`src/rtl/pwm_cyc_pkg.sv`:
```
package pwm_cyc_pkg;

  // Strobes from the control to the datapath
  typedef struct packed {
    logic clear;       // hold counters idle
    logic load;        // begin a new cycle, sample period
    logic blankArm;    // start the blanking window
    logic blankShort;  // pick the startup blanking length
  } dpCtl_t;

  // Status from the datapath back to the control
  typedef struct packed {
    logic lastPhase;   // counter sits on the final clock of the period
    logic onEnd;       // next edge reaches the maximum-duty point
    logic blankBusy;   // blanking window still running
  } dpStat_t;

endpackage

```
`src/rtl/pwm_cyc_datapath.sv`:
```
module pwm_cyc_datapath
  import pwm_cyc_pkg::*;
#(
  parameter int PERIOD_W    = 18,
  parameter int PERIOD_MIN  = 100,
  parameter int BLANK_LONG  = 63,
  parameter int BLANK_SHORT = 14,
  parameter int DUTY_NUM    = 4,
  parameter int DUTY_DEN    = 5
) (
  input  logic                clk,
  input  logic                rstN,
  input  dpCtl_t              ctl,
  input  logic [PERIOD_W-1:0] periodIn,
  output dpStat_t             stat
);

  localparam int BLANK_W   = $clog2(BLANK_LONG + 1);
  localparam int PROD_W    = PERIOD_W + $clog2(DUTY_NUM + 1);
  localparam int DEN_SHIFT = $clog2(DUTY_DEN);
  localparam bit DEN_POW2  = (DUTY_DEN == (1 << DEN_SHIFT));
  localparam logic [PERIOD_W-1:0] MIN_P     = PERIOD_W'(PERIOD_MIN);
  localparam logic [PERIOD_W-1:0] MIN_MAXON = PERIOD_W'((PERIOD_MIN * DUTY_NUM) / DUTY_DEN);
  localparam logic [BLANK_W-1:0]  LONG_LD   = BLANK_W'(BLANK_LONG - 1);
  localparam logic [BLANK_W-1:0]  SHORT_LD  = BLANK_W'(BLANK_SHORT - 1);

  logic [PERIOD_W-1:0] phase;
  logic [PERIOD_W-1:0] periodReg;
  logic [PERIOD_W-1:0] maxOnReg;
  logic [BLANK_W-1:0]  blankRem;

  logic [PERIOD_W-1:0] periodEff;
  logic [PROD_W-1:0]   dutyProd;
  logic [PERIOD_W-1:0] maxOnNext;

  // Clamp a too-short request to the floor
  always_comb begin
    periodEff = (periodIn < MIN_P) ? MIN_P : periodIn;
    dutyProd  = PROD_W'(periodEff) * PROD_W'(DUTY_NUM);
  end

  // Maximum-duty point: shift for a power-of-two denominator, divide otherwise
  generate
    if (DEN_POW2) begin : g_dutyShift
      assign maxOnNext = PERIOD_W'(dutyProd >> DEN_SHIFT);
    end else begin : g_dutyDiv
      assign maxOnNext = PERIOD_W'(dutyProd / PROD_W'(DUTY_DEN));
    end
  endgenerate

  // Period counter and per-cycle registers
  always_ff @(posedge clk) begin
    if (!rstN) begin
      phase     <= '0;
      periodReg <= MIN_P;
      maxOnReg  <= MIN_MAXON;
    end else if (ctl.clear) begin
      phase     <= '0;
    end else if (ctl.load) begin
      phase     <= '0;
      periodReg <= periodEff;
      maxOnReg  <= maxOnNext;
    end else begin
      phase     <= phase + 1'b1;
    end
  end

  // Blanking window counter
  always_ff @(posedge clk) begin
    if (!rstN) begin
      blankRem <= '0;
    end else if (ctl.clear) begin
      blankRem <= '0;
    end else if (ctl.blankArm) begin
      blankRem <= ctl.blankShort ? SHORT_LD : LONG_LD;
    end else if (blankRem != '0) begin
      blankRem <= blankRem - 1'b1;
    end
  end

  always_comb begin
    stat.lastPhase = (phase == periodReg - 1'b1);
    stat.onEnd     = (phase + 1'b1 == maxOnReg);
    stat.blankBusy = (blankRem != '0);
  end

  AST_PHASE_IN_RANGE: assert property (@(posedge clk) disable iff (!rstN)
    phase < periodReg) else $error("phase beyond period");

  AST_PERIOD_ONLY_AT_START: assert property (@(posedge clk) disable iff (!rstN)
    !$stable(periodReg) |-> $past(ctl.load)) else $error("period changed mid-cycle");

  AST_PERIOD_FLOOR: assert property (@(posedge clk) disable iff (!rstN)
    periodReg >= MIN_P) else $error("period below floor");

  AST_DUTY_BELOW_PERIOD: assert property (@(posedge clk) disable iff (!rstN)
    (maxOnReg < periodReg) && (maxOnReg != '0)) else $error("duty point out of range");

  AST_BLANK_BOUND: assert property (@(posedge clk) disable iff (!rstN)
    blankRem <= LONG_LD) else $error("blanking count too large");

endmodule

```
`src/rtl/pwm_cyc_control.sv`:
```
module pwm_cyc_control
  import pwm_cyc_pkg::*;
(
  input  logic    clk,
  input  logic    rstN,
  input  logic    enable,
  input  logic    startupMode,
  input  logic    fbLow,
  input  logic    currentTrip,
  input  dpStat_t stat,
  output dpCtl_t  ctl,
  output logic    gate,
  output logic    cycleStart
);

  logic runningQ;
  logic gateQ;
  logic startQ;
  logic boundary;
  logic doSet;
  logic gateNext;

  always_comb begin
    boundary = enable && (!runningQ || stat.lastPhase);
    doSet    = boundary && !fbLow;

    ctl.clear      = !enable;
    ctl.load       = boundary;
    ctl.blankArm   = doSet;
    ctl.blankShort = startupMode;

    // Priority: disable, set, duty limit, current trip after blanking
    if (!enable)                                 gateNext = 1'b0;
    else if (doSet)                              gateNext = 1'b1;
    else if (gateQ && stat.onEnd)                gateNext = 1'b0;
    else if (gateQ && !stat.blankBusy && currentTrip) gateNext = 1'b0;
    else                                         gateNext = gateQ;
  end

  always_ff @(posedge clk) begin
    if (!rstN) begin
      runningQ <= 1'b0;
      gateQ    <= 1'b0;
      startQ   <= 1'b0;
    end else begin
      runningQ <= enable;
      gateQ    <= gateNext;
      startQ   <= boundary;
    end
  end

  assign gate       = gateQ;
  assign cycleStart = startQ;

  AST_DISABLED_GATE_LOW: assert property (@(posedge clk) disable iff (!rstN)
    !enable |=> (!gateQ && !startQ)) else $error("gate on while disabled");

  AST_STROBE_ONE_CLOCK: assert property (@(posedge clk) disable iff (!rstN)
    startQ |=> !startQ) else $error("strobe longer than one clock");

  AST_RISE_AT_START: assert property (@(posedge clk) disable iff (!rstN)
    $rose(gateQ) |-> startQ) else $error("gate rose outside a cycle start");

  AST_SET_NEEDS_FB: assert property (@(posedge clk) disable iff (!rstN)
    $rose(gateQ) |-> !$past(fbLow)) else $error("gate set with feedback low");

  AST_BLANK_HOLDS: assert property (@(posedge clk) disable iff (!rstN)
    (gateQ && stat.blankBusy && enable && !stat.onEnd) |=> gateQ) else $error("pulse cut inside blanking");

endmodule

```
`src/rtl/pwm_cycle_ctrl.sv`:
```
module pwm_cycle_ctrl #(
  parameter int PERIOD_W    = 18,
  parameter int PERIOD_MIN  = 100,
  parameter int BLANK_LONG  = 63,
  parameter int BLANK_SHORT = 14,
  parameter int DUTY_NUM    = 4,
  parameter int DUTY_DEN    = 5
) (
  input  logic                clk,
  input  logic                rstN,
  input  logic                enable,
  input  logic                startupMode,
  input  logic                fbLow,
  input  logic                currentTrip,
  input  logic [PERIOD_W-1:0] periodCycles,
  output logic                gateOut,
  output logic                cycleStart
);

  pwm_cyc_pkg::dpCtl_t  ctlBus;
  pwm_cyc_pkg::dpStat_t statBus;

  pwm_cyc_control u_control (
    .clk         (clk),
    .rstN        (rstN),
    .enable      (enable),
    .startupMode (startupMode),
    .fbLow       (fbLow),
    .currentTrip (currentTrip),
    .stat        (statBus),
    .ctl         (ctlBus),
    .gate        (gateOut),
    .cycleStart  (cycleStart)
  );

  pwm_cyc_datapath #(
    .PERIOD_W    (PERIOD_W),
    .PERIOD_MIN  (PERIOD_MIN),
    .BLANK_LONG  (BLANK_LONG),
    .BLANK_SHORT (BLANK_SHORT),
    .DUTY_NUM    (DUTY_NUM),
    .DUTY_DEN    (DUTY_DEN)
  ) u_datapath (
    .clk      (clk),
    .rstN     (rstN),
    .ctl      (ctlBus),
    .periodIn (periodCycles),
    .stat     (statBus)
  );

endmodule

```
`config.mk`:
```
export PLATFORM = sky130hd
export DESIGN_NAME = pwm_cycle_ctrl
export DESIGN_NICKNAME = d
export VERILOG_FILES = /design/src/rtl/pwm_cyc_pkg.sv /design/src/rtl/pwm_cyc_datapath.sv /design/src/rtl/pwm_cyc_control.sv /design/src/rtl/pwm_cycle_ctrl.sv
export SDC_FILE = /design/constraint.sdc
export NUM_CORES = 1
export LEC_CHECK = 0
export ABC_AREA = 1
export BUFFER_PORTS_ARGS = -buffer_cell sky130_fd_sc_hd__buf_2
export CAP_MARGIN = 20
export CORE_ASPECT_RATIO = 0.8
export CORE_MARGIN = 8
export CORE_UTILIZATION = 60
export CTS_CLUSTER_DIAMETER = 50
export DETAILED_ROUTE_END_ITERATION = 8
export GPL_ROUTABILITY_DRIVEN = 0
export PLACE_DENSITY_LB_ADDON = 0.15
export SLEW_MARGIN = 40
export SYNTH_ARGS = -nofsm -noshare
export SYNTH_HDL_FRONTEND = slang
export SYNTH_SLANG_ARGS = --single-unit
```
`constraint.sdc`:
```
create_clock -name clk -period 12.7 [get_ports clk]
set_input_delay 2.54 -clock clk [delete_from_list [all_inputs] [get_ports clk]]
set_output_delay 2.54 -clock clk [all_outputs]
set_load 0.01 [all_outputs]
```
# ---- Yosys cells after proc, flatten, opt, wreduce, memory -nomap -nowiden
# Cells that the tools add are included.
dict set report totals {
  ff_bits 63
  latch_bits 0
  ram_bits 0
  romBits 0
  out_inout_bits 2
  memories 0
}
dict set report op_classes {
  n_addsub 3
  multipliers 0
  n_div 1
  order_cmp 1
  eq_ne 2
  shifts 0
  mux 7
  bitwise_logic 2
  n_reduce_logical 15
}
# op count
set ops {}
lappend ops {{== test 18 bit} 2}
lappend ops {{divider 20 x 3 -> 21 bit (second input constant)} 1}
lappend ops {{adder 18 x 1 -> 18 bit (second input constant)} 1}
lappend ops {{less-than comparator 18 x 7 -> 1 bit (second input constant)} 1}
lappend ops {{2-to-1 mux 18 bit} 1}
lappend ops {{2-to-1 mux 6 bit} 3}
lappend ops {{subtractor 18 x 1 -> 18 bit (second input constant)} 1}
lappend ops {{nonzero test 6 bit} 1}
lappend ops {{subtractor 6 x 1 -> 6 bit (second input constant)} 1}
lappend ops {{logical AND 1 bit} 5}
lappend ops {{AND reduction 2 bit} 2}
lappend ops {{zero test 1 bit} 3}
lappend ops {{2-to-1 mux 1 bit} 3}
lappend ops {{nonzero test 3 bit} 1}
lappend ops {{OR reduction 3 bit} 1}
lappend ops {{NOT 1 bit} 2}
lappend ops {{nonzero test 2 bit} 1}
lappend ops {{logical OR 1 bit} 1}

# ---- Longest topological paths before layout
dict set report logic_depth {
  depth_word 7
  depth_mapped 85
}

# ---- By module
# A second synthesis with hierarchy kept.
dict set report hier_totals {
  hier_cells 769
  area_unflattened_um2 4933.5
}
# mod instances cells_per_inst area_per_inst_um2 seq_area_each_um2
set by_module_without_submodules {}
lappend by_module_without_submodules {pwm_cyc_datapath 1 746 4775.8 1201.2}
lappend by_module_without_submodules {pwm_cyc_control 1 23 157.7 60.1}

# ---- Least setup slack after synthesis
# OpenSTA, ideal clock, no wires.
dict set report synth_path {
  path_kind {input to register}
  startpoint {input periodCycles[17]}
  endpoint {register u_datapath.maxOnReg[0]}
  setup_ns 0.109
  arrival_time_ns 8.389
  required_time_ns 12.591
  path_slack_ns 4.202
  cell_stages 71
  n_path_buf 1
  cell_sequence {buf_4 nand3_1 nand3_1 nand2_2 nand3_1 nand3_4 nand2_2 nand2_1 nand3_1 nand2_4 nand3_2 nand2_2 nand2_2 nand2_4 nand2_4 nand2_2 nand2_2 inv_2 [... 35 more ...] nand2_2 nand3_2 nand2_4 nand2_4 nand2_1 nand2_1 ha_1 nand3_2 nand4_4 nand2_1 nand2_1 ha_1 nor2_1 nand3_1 a21oi_1 nand3_1 nand2_1 inv_1}
}
dict set report synth_via {
  elab_chain_cells 3
}
# element line_no
set synth_lines {}
lappend synth_lines {{start: declaration} pwm_cycle_ctrl.sv:15} ;# input logic [PERIOD_W-1:0] periodCycles,
lappend synth_lines {{less-than comparator 18 x 7 -> 1 bit} pwm_cyc_datapath.sv:38} ;# periodEff = (periodIn < MIN_P) ? MIN_P : periodIn;
lappend synth_lines {{2-to-1 mux 18 bit *} pwm_cyc_datapath.sv:38}
lappend synth_lines {{divider 20 x 3 -> 21 bit *} pwm_cyc_datapath.sv:47} ;# assign maxOnNext = PERIOD_W'(dutyProd / PROD_W'(DUTY_DEN));
lappend synth_lines {{end signal: assignment} pwm_cyc_datapath.sv:62} ;# maxOnReg <= maxOnNext;
lappend synth_lines {{end: declaration} pwm_cyc_datapath.sv:29} ;# logic [PERIOD_W-1:0] maxOnReg;
# Every way passes the cells marked *; elsewhere a longest branch is shown, timed or not.
# A chain may end at the register's enable or synchronous reset.

# ---- Worst setup path after layout
dict set report layout_path {
  startpoint {input periodCycles[15]}
  endpoint {register u_datapath.maxOnReg[0]}
}
# The elaborated chain is that of the path after synthesis.

==> results.sh <==
export IMPL_outcome="completed"
export IMPL_grt_antenna_before_repair=0
export IMPL_async_flop_share_pct=0
export IMPL_synth_cells=743
export IMPL_drt_total_wl_um=11200
export IMPL_critPathMaxFanout=6
export IMPL_clockBufferDepth=2
export IMPL_fin_worst_skew_ps=10.4
export IMPL_fp_coreArea_um2=7840
export IMPL_worst_path_stages=73
export IMPL_start_util_pct=61.3
export IMPL_drtAntennaViolNets=0
export IMPL_wl_met3_um=396
export IMPL_cts_hold_buf=0
export IMPL_multi_input_area_um2=3120
export IMPL_grt_usage_pct=21.5
export IMPL_synth_most_common_cell="nand2_1"
export IMPL_synth_main_ff_cell="dfxtp_1"
export IMPL_ys_ff_latch=63
export IMPL_drc=0
export IMPL_yosys_area_top_type="dfxtp_1"
export IMPL_setup_viol=0
export IMPL_io_pins=26
export IMPL_grt_ovfl_total=0
export IMPL_grt_max_degree=42
export IMPL_clock_latency_ps=350
export IMPL_worst_path_buf_inv=7
export IMPL_avgSynthCellArea_um2=6.47
export IMPL_port_buffers=25
export IMPL_finalCritPeriodShare_pct=72.1
export IMPL_layout_drive_gt1_share_pct=17.9
export IMPL_cap_viol_max_count=0
export IMPL_syn_area_um2=4810
export IMPL_synthTopCellsByCount="nand2_1, nand3_1, inv_1"
export IMPL_dp_hpwl_um=8790
export IMPL_cpPeakStageDelay_ps=300
export IMPL_cts_tree="yes"
export IMPL_timing_rr_end="u_datapath.blankRem[1]"
export IMPL_rsz0062_at_grt="no"
export IMPL_core_rowCount=29
export IMPL_synth_edff_count=0
export IMPL_syn2layout_area_growth_pct=9.34
export IMPL_finalMaxSlewViolations=0
export IMPL_clkTransAtPathRegs_ps=70
export IMPL_finalHoldViolations=0
export IMPL_vias_per_cell=5.34
export IMPL_ys_types=42
export IMPL_worstPathArrival_ps=9410
export IMPL_die_area_um2=11200
export IMPL_regArea_um2=1260
export IMPL_endpoint="u_datapath.maxOnReg[0]"
export IMPL_critPathSlowestCell="ha_1"
export IMPL_cts_htree_levels=3
export IMPL_startpoint="periodCycles[15]"
export IMPL_filler_cell_count=722
export IMPL_r2r_start="u_datapath.periodReg[2]"
export IMPL_fin_nets=798
export IMPL_period_needed_ps=9160
export IMPL_highest_layer="met4"
export IMPL_grt_pass1_vias=4372
export IMPL_post_cts_resized=0
export IMPL_postCtsSetupBuffers=0
export IMPL_grt_pass1_wl_um=19600
export IMPL_crit_type="in -> reg"
export IMPL_crit_top_cell="nand2_2"
export IMPL_reg2reg_slack_ps=8850
export IMPL_m1WireLength_um=5880
export IMPL_critPathRequiredTime_ps=12950
export IMPL_syn_nets=773
export IMPL_vias=4705
export IMPL_drt_iter0_drc=321
export IMPL_yosysSeqAreaShare_pct=26.2
export IMPL_synth_top_cell_area_share_pct=26.2
export IMPL_antenna_cells=0
export IMPL_critPathTopFamily="simple AND/OR/NAND/NOR gates"
export IMPL_drt_pass1_iter_count=7
export IMPL_die_w_um=116
export IMPL_clkSinkCount=63
export IMPL_die_y_um=96.1
export IMPL_tightest_slew_ps=661
export IMPL_start_kind="primary input"
export IMPL_ff2ff_path_depth=21
export IMPL_synthTopCellsByArea="dfxtp_1, nand2_1, nand3_1"
export IMPL_hp_class="reg -> reg"
export IMPL_max_slew_margin_pct=55.8
export IMPL_wl_met2_um=4850
export IMPL_hold_depth=2
export IMPL_route_detailed_wl_per_inst_um=12.7
export IMPL_fmax_mhz=109
export IMPL_worstSetupEndpointType="register"
export IMPL_cts_buffers_inserted=9
export IMPL_ys_warn_count=0
export IMPL_clockRootBuffer="clkbuf_8"
export IMPL_fin_setup_tns_ps=0
[final cells by class]
class | instances | share of cell area (%)
multi-input combinational | 567 | 59.4
sequential | 63 | 24.0
inverter | 100 | 7.14
timing repair buffer | 27 | 2.67
tap | 108 | 2.57
clock buffer | 9 | 2.36
clock inverter | 7 | 1.86
[worst reg2reg max path, delay by kind of cell (launching register included)]
family,cells,cell delay (ps)
compound gates,1,240
simple gates,17,2610
flops,1,360
buf+inv,3,540
[routing by layer]
layer | GRT usage, % | up-vias
met1 | 29.1 | 2147
met2 | 35.1 | 84
met4 | 4.20 | 0
li1 | - | 2468
met3 | 3.76 | 6
met5 | 0 | -
[kinds of logic after synthesis]
kind of cell / count (synthesis) / share of synthesized area [%]
and+or+nand+nor: 407 / 41.2
buffers and inverters: 113 / 8.90
AOI/OAI and AO/OA: 95 / 11.4
DFF: 63 / 26.2
xor gates and xnor gates: 59 / 10.7
adders and majority gates: 6 / 1.56
[how the worst min path moves through the flow]
stage                           start                endpoint  slack (ps)
2_1_floorplan  u_datapath.maxOnReg[6]  u_datapath.maxOnReg[6]         460
3_3_place_gp   u_datapath.maxOnReg[4]  u_datapath.maxOnReg[4]         490
3_5_place_dp   u_datapath.maxOnReg[4]  u_datapath.maxOnReg[4]         500
4_1_cts        u_datapath.maxOnReg[4]  u_datapath.maxOnReg[4]         520
5_1_grt        u_datapath.blankRem[1]  u_datapath.blankRem[1]         540
6_report       u_datapath.maxOnReg[6]  u_datapath.maxOnReg[6]         520
[placed cells by master (no fill, tap or decap), drive strengths merged]
| cell type | n |
|---|---|
| ha | 6 |
| xor2 | 38 |
| a221oi | 1 |
| clkinv | 6 |
| a21o | 1 |
| o2111ai | 2 |
| nand2 | 214 |
| clkbuf | 9 |
| o311a | 1 |
| or4 | 1 |
| a31oi | 3 |
| nand3 | 91 |
| nor4 | 8 |
| clkinvlp | 2 |
| o211ai | 1 |
| a2111o | 1 |
| o21ai | 46 |
| nor3 | 13 |
| o311ai | 1 |
| dfxtp | 63 |
| xnor2 | 21 |
| o21bai | 1 |
| a211oi | 5 |
| a31o | 1 |
| or3 | 1 |
| a21oi | 31 |
| nor2 | 63 |
| nand3b | 1 |
| or2 | 2 |
| nand4 | 13 |
| buf | 27 |
| bufinv | 2 |
| inv | 97 |
[state kept, by name, indices dropped and copies added (netlist names)]
register / count
u_control.cycleStart: 1
u_datapath.maxOnReg: 18
u_datapath.phase: 18
u_control.gate: 1
u_datapath.blankRem: 6
u_control.runningQ: 1
u_datapath.periodReg: 18
[stage by stage]
stage	hold slack [ps]	instance area [µm²]	cells	util, %	setup slack (ps)
finish	518	5260	881	67.1	3540
global placement	487	5030	865	64.2	3660
global route	538	5260	881	67.1	2720
floorplan	458	4810	743	-	4200
detailed placement	500	5030	865	64.2	3250
CTS	516	5250	881	67.0	3600
Power is left out: the tool's default activity adds up to more than one toggle a clock period on the data nets, which glitch-free logic cannot reach.
